### config.mk
export PLATFORM = sky130hd
export DESIGN_NAME = ring_router
export DESIGN_NICKNAME = d
export VERILOG_FILES = /design/src/rtl/ring_router_pkg.sv /design/src/rtl/rr_fifo.sv /design/src/rtl/rr_bitmap.sv /design/src/rtl/rr_ctrl.sv /design/src/rtl/ring_router.sv
export SDC_FILE = /design/constraint.sdc
export NUM_CORES = 2
export LEC_CHECK = 0
export BUFFER_PORTS_ARGS = -buffer_cell sky130_fd_sc_hd__buf_2
export CAP_MARGIN = 20
export CORE_AREA = 2 2 377 286
export CTS_CLUSTER_DIAMETER = 200
export CTS_CLUSTER_SIZE = 10
export DETAILED_ROUTE_END_ITERATION = 6
export DIE_AREA = 0 0 379 288
export GPL_TIMING_DRIVEN = 1
export PLACE_DENSITY = 0.62
export SYNTH_ARGS = -nofsm -noshare
export SYNTH_HDL_FRONTEND = slang
export SYNTH_SLANG_ARGS = --single-unit
### constraint.sdc
create_clock -name clk -period 7.6 [get_ports clk]
set_clock_uncertainty 0.05 [all_clocks]
set_input_delay 1.14 -clock clk [delete_from_list [all_inputs] [get_ports clk]]
set_output_delay 1.14 -clock clk [all_outputs]
set_load 0.05 [all_outputs]
### src/rtl/ring_router_pkg.sv
package ring_router_pkg;

    typedef enum logic [1:0] {
        ST_CONFIG = 2'd0,
        ST_RUN    = 2'd1,
        ST_DRAIN  = 2'd2
    } rr_state_e;

    typedef enum logic [2:0] {
        TXR_NONE    = 3'b000,
        TXR_TAKEN   = 3'b100,
        TXR_BUSY    = 3'b010,
        TXR_NOTAKEN = 3'b001
    } rr_txresp_e;

endpackage

### src/rtl/rr_fifo.sv
module rr_fifo #(
    parameter int W     = 32,
    parameter int DEPTH = 8,
    localparam int PW   = (DEPTH > 1) ? $clog2(DEPTH) : 1,
    localparam int CW   = $clog2(DEPTH + 1)
) (
    input  logic          clk,
    input  logic          rst_n,
    input  logic          push,
    input  logic [W-1:0]  din,
    input  logic          pop,
    output logic [W-1:0]  dout,
    output logic          full,
    output logic [CW-1:0] count
);

    logic [W-1:0]  mem [DEPTH];
    logic [PW-1:0] wr_p, rd_p;

    function automatic logic [PW-1:0] bump(input logic [PW-1:0] p);
        return (p == PW'(DEPTH - 1)) ? '0 : p + 1'b1;
    endfunction

    always_ff @(posedge clk) begin
        if (push) begin
            mem[wr_p] <= din;
        end
    end

    always_ff @(posedge clk or negedge rst_n) begin
        if (!rst_n) begin
            wr_p  <= '0;
            rd_p  <= '0;
            count <= '0;
        end else begin
            if (push) wr_p <= bump(wr_p);
            if (pop)  rd_p <= bump(rd_p);
            count <= count + CW'(push) - CW'(pop);
        end
    end

    assign dout = mem[rd_p];
    assign full = (count == CW'(DEPTH));

endmodule

### src/rtl/rr_bitmap.sv
module rr_bitmap #(
    parameter int IDX_W    = 8,
    localparam int ENTRIES = 1 << IDX_W
) (
    input  logic             clk,
    input  logic             rst_n,
    input  logic             we,
    input  logic [IDX_W-1:0] widx,
    input  logic             wbit,
    input  logic [IDX_W-1:0] ridx,
    output logic             rbit
);

    logic [ENTRIES-1:0] map_q;

    always_ff @(posedge clk or negedge rst_n) begin
        if (!rst_n) begin
            map_q <= '0;
        end else if (we) begin
            map_q[widx] <= wbit;
        end
    end

    assign rbit = map_q[ridx];

endmodule

### src/rtl/rr_ctrl.sv
module rr_ctrl
    import ring_router_pkg::*;
(
    input  logic      clk,
    input  logic      rst_n,
    input  logic      route_en,
    input  logic      all_empty,
    output rr_state_e state,
    output logic      accept_en,
    output logic      cfg_open
);

    rr_state_e state_q, state_d;

    always_comb begin
        state_d = state_q;
        unique case (state_q)
            ST_CONFIG: if (route_en) state_d = ST_RUN;
            ST_RUN:    if (!route_en) state_d = ST_DRAIN;
            ST_DRAIN: begin
                if (route_en)       state_d = ST_RUN;
                else if (all_empty) state_d = ST_CONFIG;
            end
            default:   state_d = ST_CONFIG;
        endcase
    end

    always_ff @(posedge clk or negedge rst_n) begin
        if (!rst_n) state_q <= ST_CONFIG;
        else        state_q <= state_d;
    end

    always_comb begin
        accept_en = 1'b0;
        cfg_open  = 1'b0;
        unique case (state_q)
            ST_CONFIG: cfg_open  = 1'b1;
            ST_RUN:    accept_en = 1'b1;
            ST_DRAIN:  accept_en = 1'b0;
            default:   cfg_open  = 1'b0;
        endcase
    end

    assign state = state_q;

endmodule

### src/rtl/ring_router.sv
module ring_router
    import ring_router_pkg::*;
#(
    parameter int DATA_W    = 32,
    parameter int NODE_W    = 16,
    parameter int IDX_W     = 8,
    parameter int QDEPTH    = 8,
    parameter int BYP_DEPTH = 4,
    parameter int THR_LVL   = (QDEPTH * 3) / 4
) (
    input  logic              clk,
    input  logic              rst_n,
    input  logic              route_en,
    input  logic              tbl_we,
    input  logic              tbl_sel,
    input  logic [IDX_W-1:0]  tbl_idx,
    input  logic              tbl_bit,
    input  logic              ring_in_valid,
    input  logic [DATA_W-1:0] ring_in_data,
    output logic              echo_valid,
    output logic              echo_busy,
    output logic              echo_throttle,
    output logic [NODE_W-1:0] echo_node,
    output logic              ring_out_valid,
    input  logic              ring_out_ready,
    output logic [DATA_W-1:0] ring_out_data,
    input  logic              bk_tx_valid,
    input  logic [DATA_W-1:0] bk_tx_data,
    output logic              bk_tx_ack,
    output logic              bk_tx_busy,
    output logic              bk_tx_notaken,
    output logic              bk_rx_valid,
    input  logic              bk_rx_ready,
    output logic [DATA_W-1:0] bk_rx_data
);

    localparam int QCW = $clog2(QDEPTH + 1);
    localparam int BCW = $clog2(BYP_DEPTH + 1);
    localparam int NTBL = 2;

    rr_state_e state;
    logic      accept_en, cfg_open, all_empty;

    // ---------------- destination tables ----------------
    logic [NTBL-1:0]  t_we, t_hit;
    logic [IDX_W-1:0] t_ridx [NTBL];

    assign t_ridx[0] = ring_in_data[DATA_W-1 -: IDX_W];
    assign t_ridx[1] = bk_tx_data[DATA_W-1 -: IDX_W];

    for (genvar g = 0; g < NTBL; g++) begin : g_tbl
        assign t_we[g] = tbl_we & cfg_open & (tbl_sel == 1'(g));
        rr_bitmap #(.IDX_W(IDX_W)) u_map (
            .clk  (clk),
            .rst_n(rst_n),
            .we   (t_we[g]),
            .widx (tbl_idx),
            .wbit (tbl_bit),
            .ridx (t_ridx[g]),
            .rbit (t_hit[g])
        );
    end

    // ---------------- queues ----------------
    logic              rx_push, rx_pop, rx_full;
    logic [QCW-1:0]    rx_cnt;
    logic              byp_push, byp_pop, byp_full;
    logic [BCW-1:0]    byp_cnt;
    logic [DATA_W-1:0] byp_dout;
    logic              tx_push, tx_pop, tx_full;
    logic [QCW-1:0]    tx_cnt;
    logic [DATA_W-1:0] tx_dout;
    logic              rx_empty, byp_empty, tx_empty;

    rr_fifo #(.W(DATA_W), .DEPTH(QDEPTH)) u_rxq (
        .clk(clk), .rst_n(rst_n), .push(rx_push), .din(ring_in_data),
        .pop(rx_pop), .dout(bk_rx_data), .full(rx_full), .count(rx_cnt)
    );

    rr_fifo #(.W(DATA_W), .DEPTH(BYP_DEPTH)) u_bypq (
        .clk(clk), .rst_n(rst_n), .push(byp_push), .din(ring_in_data),
        .pop(byp_pop), .dout(byp_dout), .full(byp_full), .count(byp_cnt)
    );

    rr_fifo #(.W(DATA_W), .DEPTH(QDEPTH)) u_txq (
        .clk(clk), .rst_n(rst_n), .push(tx_push), .din(bk_tx_data),
        .pop(tx_pop), .dout(tx_dout), .full(tx_full), .count(tx_cnt)
    );

    assign rx_empty  = (rx_cnt == '0);
    assign byp_empty = (byp_cnt == '0);
    assign tx_empty  = (tx_cnt == '0);
    assign all_empty = rx_empty & byp_empty & tx_empty;

    // ---------------- sequencing FSM ----------------
    rr_ctrl u_ctrl (
        .clk      (clk),
        .rst_n    (rst_n),
        .route_en (route_en),
        .all_empty(all_empty),
        .state    (state),
        .accept_en(accept_en),
        .cfg_open (cfg_open)
    );

    // ---------------- ring input steering and echo ----------------
    logic ring_drop;

    assign rx_push   = ring_in_valid & accept_en &  t_hit[0] & ~rx_full;
    assign byp_push  = ring_in_valid & accept_en & ~t_hit[0] & ~byp_full;
    assign ring_drop = ring_in_valid & ~(rx_push | byp_push);

    always_ff @(posedge clk or negedge rst_n) begin
        if (!rst_n) begin
            echo_valid    <= 1'b0;
            echo_busy     <= 1'b0;
            echo_throttle <= 1'b0;
            echo_node     <= '0;
        end else begin
            echo_valid    <= ring_in_valid;
            echo_busy     <= ring_drop;
            echo_throttle <= ring_in_valid & (rx_cnt > QCW'(THR_LVL));
            echo_node     <= ring_in_valid ? ring_in_data[DATA_W-1 -: NODE_W] : '0;
        end
    end

    // ---------------- backside capture ----------------
    rr_txresp_e tx_resp;

    always_comb begin
        if (!bk_tx_valid)                  tx_resp = TXR_NONE;
        else if (!(accept_en & t_hit[1])) tx_resp = TXR_NOTAKEN;
        else if (tx_full)                 tx_resp = TXR_BUSY;
        else                              tx_resp = TXR_TAKEN;
    end

    assign {bk_tx_ack, bk_tx_busy, bk_tx_notaken} = tx_resp;
    assign tx_push = bk_tx_ack;

    // ---------------- ring output merge ----------------
    logic lock_tx_q, show_tx;

    assign show_tx        = ~tx_empty & (lock_tx_q | byp_empty);
    assign ring_out_valid = ~byp_empty | ~tx_empty;
    assign ring_out_data  = show_tx ? tx_dout : byp_dout;
    assign tx_pop         = ring_out_ready & show_tx;
    assign byp_pop        = ring_out_ready & ~show_tx & ~byp_empty;

    always_ff @(posedge clk or negedge rst_n) begin
        if (!rst_n) lock_tx_q <= 1'b0;
        else        lock_tx_q <= show_tx & ~ring_out_ready;
    end

    // ---------------- receive side ----------------
    assign bk_rx_valid = ~rx_empty;
    assign rx_pop      = bk_rx_ready & ~rx_empty;

endmodule

==> results.cfg <==
[drt]
wl_mm = 135
ant_nets = 0
wire_per_inst_um = 25.4
dr.pass1.iters = 5
vias_per_cell = 5.97
vias = 31700
drt_first_iter_violations = 3340
drc = 0

[logic_synthesis]
ys_seq_area_share_pct = 63.6
synth-edff-count = 640
syn-num-nets = 3780
synth.cell_area_mm2 = 0.0523
synth_top_family_by_area = multiplexers
ys_ff_latch = 1201
ys_warn_count = 0
synthXorXnorAreaFrac_pct = 0.101
synthMuxAreaShare_pct = 20.0
synth_fa_ha_area_share_pct = 0.785
syn_inst = 3667
ys_types = 65
yosys.area_share.simple_pct = 9.00
async_flop_share_pct = 46.7
synth_ff_type = edfxtp_1
synth.avg_cell_area_um2 = 14.3
synth_compound_area_share_pct = 4.13

[timing]
fin_crit_sh_pct = 79.2
timing.slew.headroom_pct = 28.2
finalHoldViolations = 0
max_clock_freq_mhz = 166
tns_ns = 0
whs_ns = 0.314
worst_slew_pin_slew_ns = 1.08
slew_viol_final = 0
report.final.setup_viol = 0
rsz0062_at_grt = false
finalCriticalPeriod_ns = 6.02

[die]
start_util_pct = 49.4
ios = 170
die_area_mm2 = 0.109
die_w_um = 379
coreArea_mm2 = 0.106
fp.dieH_um = 288
num_rows = 104

[flow_run]
drv_cap = 0

[worst_setup_path]
crit_path_cell_trace = buf_4 > buf_4 > mux4_2 > a22oi_1 > a21oi_1 > nor4_1 > nor3_1 > o31ai_2 > nor2_1 > buf_2
critPathLaunchType = input port
rr_endpoint = u_txq.mem[4][26]
critPathKind = in2out
cp_max_fo = 44
critPathRequiredTime_ns = 6.41
rr_worst_depth = 8
r2r-start = g_tbl[1].u_map.map_q[183]
path_delay_family = buffers and inverters
critPathMostFrequentCell = buf_4
critPathMaxStageDelay_ns = 0.69
reg2reg_slack_ns = 3.53
slowest_stage = o31ai_2
path_buf_inv = 3
critPathArrivalTime_ns = 4.83
end_kind = primary output

[clock_network]
cts_max_level = 4
cts.sinks = 1201
postCtsSetupBuffers = 0
numCtsBuffers = 138
hold_buffers = 0
clk_pin_slew_ns = 0.05
ctsRootBufferMaster = clkbuf_16
clockBufferDepth = 3
cts.repair.resized = 0
cts_tree = built
insertion_delay_ns = 0.77

[global_route]
grt_start_max_net_pins = 159
grtUsageTotal_pct = 25.1
grt_pass1_wl_mm = 205
grt_pass1_vias = 31900
antenna_found_initial = 9
grt-ovfl-total = 0

[finish]
n_fill_cell = 8504
final_cells = 5315
fin_util_pct = 55.7
drive_gt1_share_pct = 28.0
fin_nets = 3921
layout_commonest_cell = edfxtp_1
area_growth_pct = 12.9
final_cell_mix = 640 x edfxtp_1, 616 x nand2_1, 554 x dfrtp_1, 305 x mux2_2, 295 x o21ai_0

[place]
port_buffers = 169
globalplace.congestion = 0.795
dpl.cell_count = 5095
hpwl_mm = 79.0

[pwr]
power.leakage_nw = 23.9
irDropWorstVdd_uv = 346
cellPowerDensity_mw_per_mm2 = 297

[run_status]
status = finished clean

[worst_hold_path]
hp-class = in2async
==> routing by layer <==
layer | up-vias | wire, um | track usage (%)
met5 | - | 52 | 0
li1 | 13900 | - | -
met4 | 10 | 3330 | 8.50
met3 | 218 | 10100 | 4.86
met2 | 1170 | 62300 | 38.1
met1 | 16400 | 59200 | 36.7
==> power breakdown <==
part	switching, mW	leakage (nW)	internal [mW]
clock	2.62	1.92	3.42
combinational	2.63	8.48	1.47
sequential	0.305	13.5	7.09
total	5.56	23.9	12.0
==> metrics by stage <==
stage | total power, mW | worst slack (ns) | area (um^2)
final | 17.5 | 1.58 | 59000
after global routing | 18.3 | 1.36 | 59000
after CTS | 17.7 | 1.62 | 58900
after detailed placement | 11.7 | 1.63 | 54900
after global placement | 11.7 | 1.66 | 54900
after floorplan | 10.5 | 0.225 | 52300
==> worst reg2reg max path, stage by stage (launching register included) <==
cell	delay, ns
dfrtp_1	0.38
mux4_2	0.46
mux4_2	0.49
mux2i_1	0.24
or4b_1	0.17
nand4_1	0.15
o31ai_2	0.68
nor2_1	0.37
and3_2	0.63
==> cells by family after synthesis <==
kind of cell	count (synthesis)
flops	1201
simple gates	1079
buf+inv	310
xor+xnor	6
compound gates	382
mux	658
fa+ha+maj	31
==> cell usage after synthesis (3+ instances only) <==
library cell  instances  share of area, %
nand3_1             266               2.5
buf_1                27              0.19
dfrtp_1             561                27
o22ai_1               7             0.084
xnor2_1               4             0.067
mux2_2              305               6.6
edfxtp_1            640                37
clkbuf_1            218               1.6
o221ai_1             10              0.17
buf_4                 6             0.086
and3_1                6             0.072
ha_1                 28              0.67
nand2b_1             15              0.18
buf_6                 3             0.065
and2_1               22              0.26
nand2_1             616               4.4
a21o_1                5             0.072
o21ai_0             296               2.8
mux4_2              278                12
nand4_1               5             0.060
a22oi_1              22              0.32
buf_2                20              0.19
a21boi_0              5             0.072
and2_0                8             0.096
nor3_1               36              0.34
nor4_1                7             0.084
a21oi_1              14              0.13
nor4b_1               3             0.050
nor2_1               64              0.46
nor2b_1               9              0.11
inv_1                34              0.24
or2_2                 9              0.11
mux2i_1              73               1.4
fa_1                  3              0.11
==> state kept, by name (all words and copies together), names as in the netlist, 4 cells and up <==
name               cells
echo_node             16
u_txq.count            4
u_bypq.mem           128
g_tbl.u_map.map_q    512
u_rxq.count            4
u_txq.mem            256
u_rxq.mem            256
==> layout make-up <==
class / count / area, um^2 / area share (%)
multi-input cells: 2156 / 18000 / 30.6
clock inverters: 14 / 299 / 0.507
diodes: 4 / 10.0 / 0.0170
well taps: 1431 / 1790 / 3.03
flip-flops and latches: 1201 / 33300 / 56.4
repair buffers: 276 / 1760 / 2.98
inverters: 35 / 131 / 0.223
clock buffers: 198 / 3720 / 6.31
==> worst max path at each step <==
stage	startpoint	end	slack, ns	cells past startpoint
2_1_floorplan	bk_tx_data[24]	u_txq.mem[2][0]	0.23	11
3_3_place_gp	bk_tx_data[24]	bk_tx_ack	1.66	10
3_5_place_dp	bk_tx_data[24]	bk_tx_ack	1.63	10
4_1_cts	bk_tx_data[24]	bk_tx_ack	1.62	10
5_1_grt	bk_tx_data[24]	bk_tx_ack	1.36	10
6_report	bk_tx_data[25]	bk_tx_ack	1.58	10
Power figures use the tool's default switching activity.
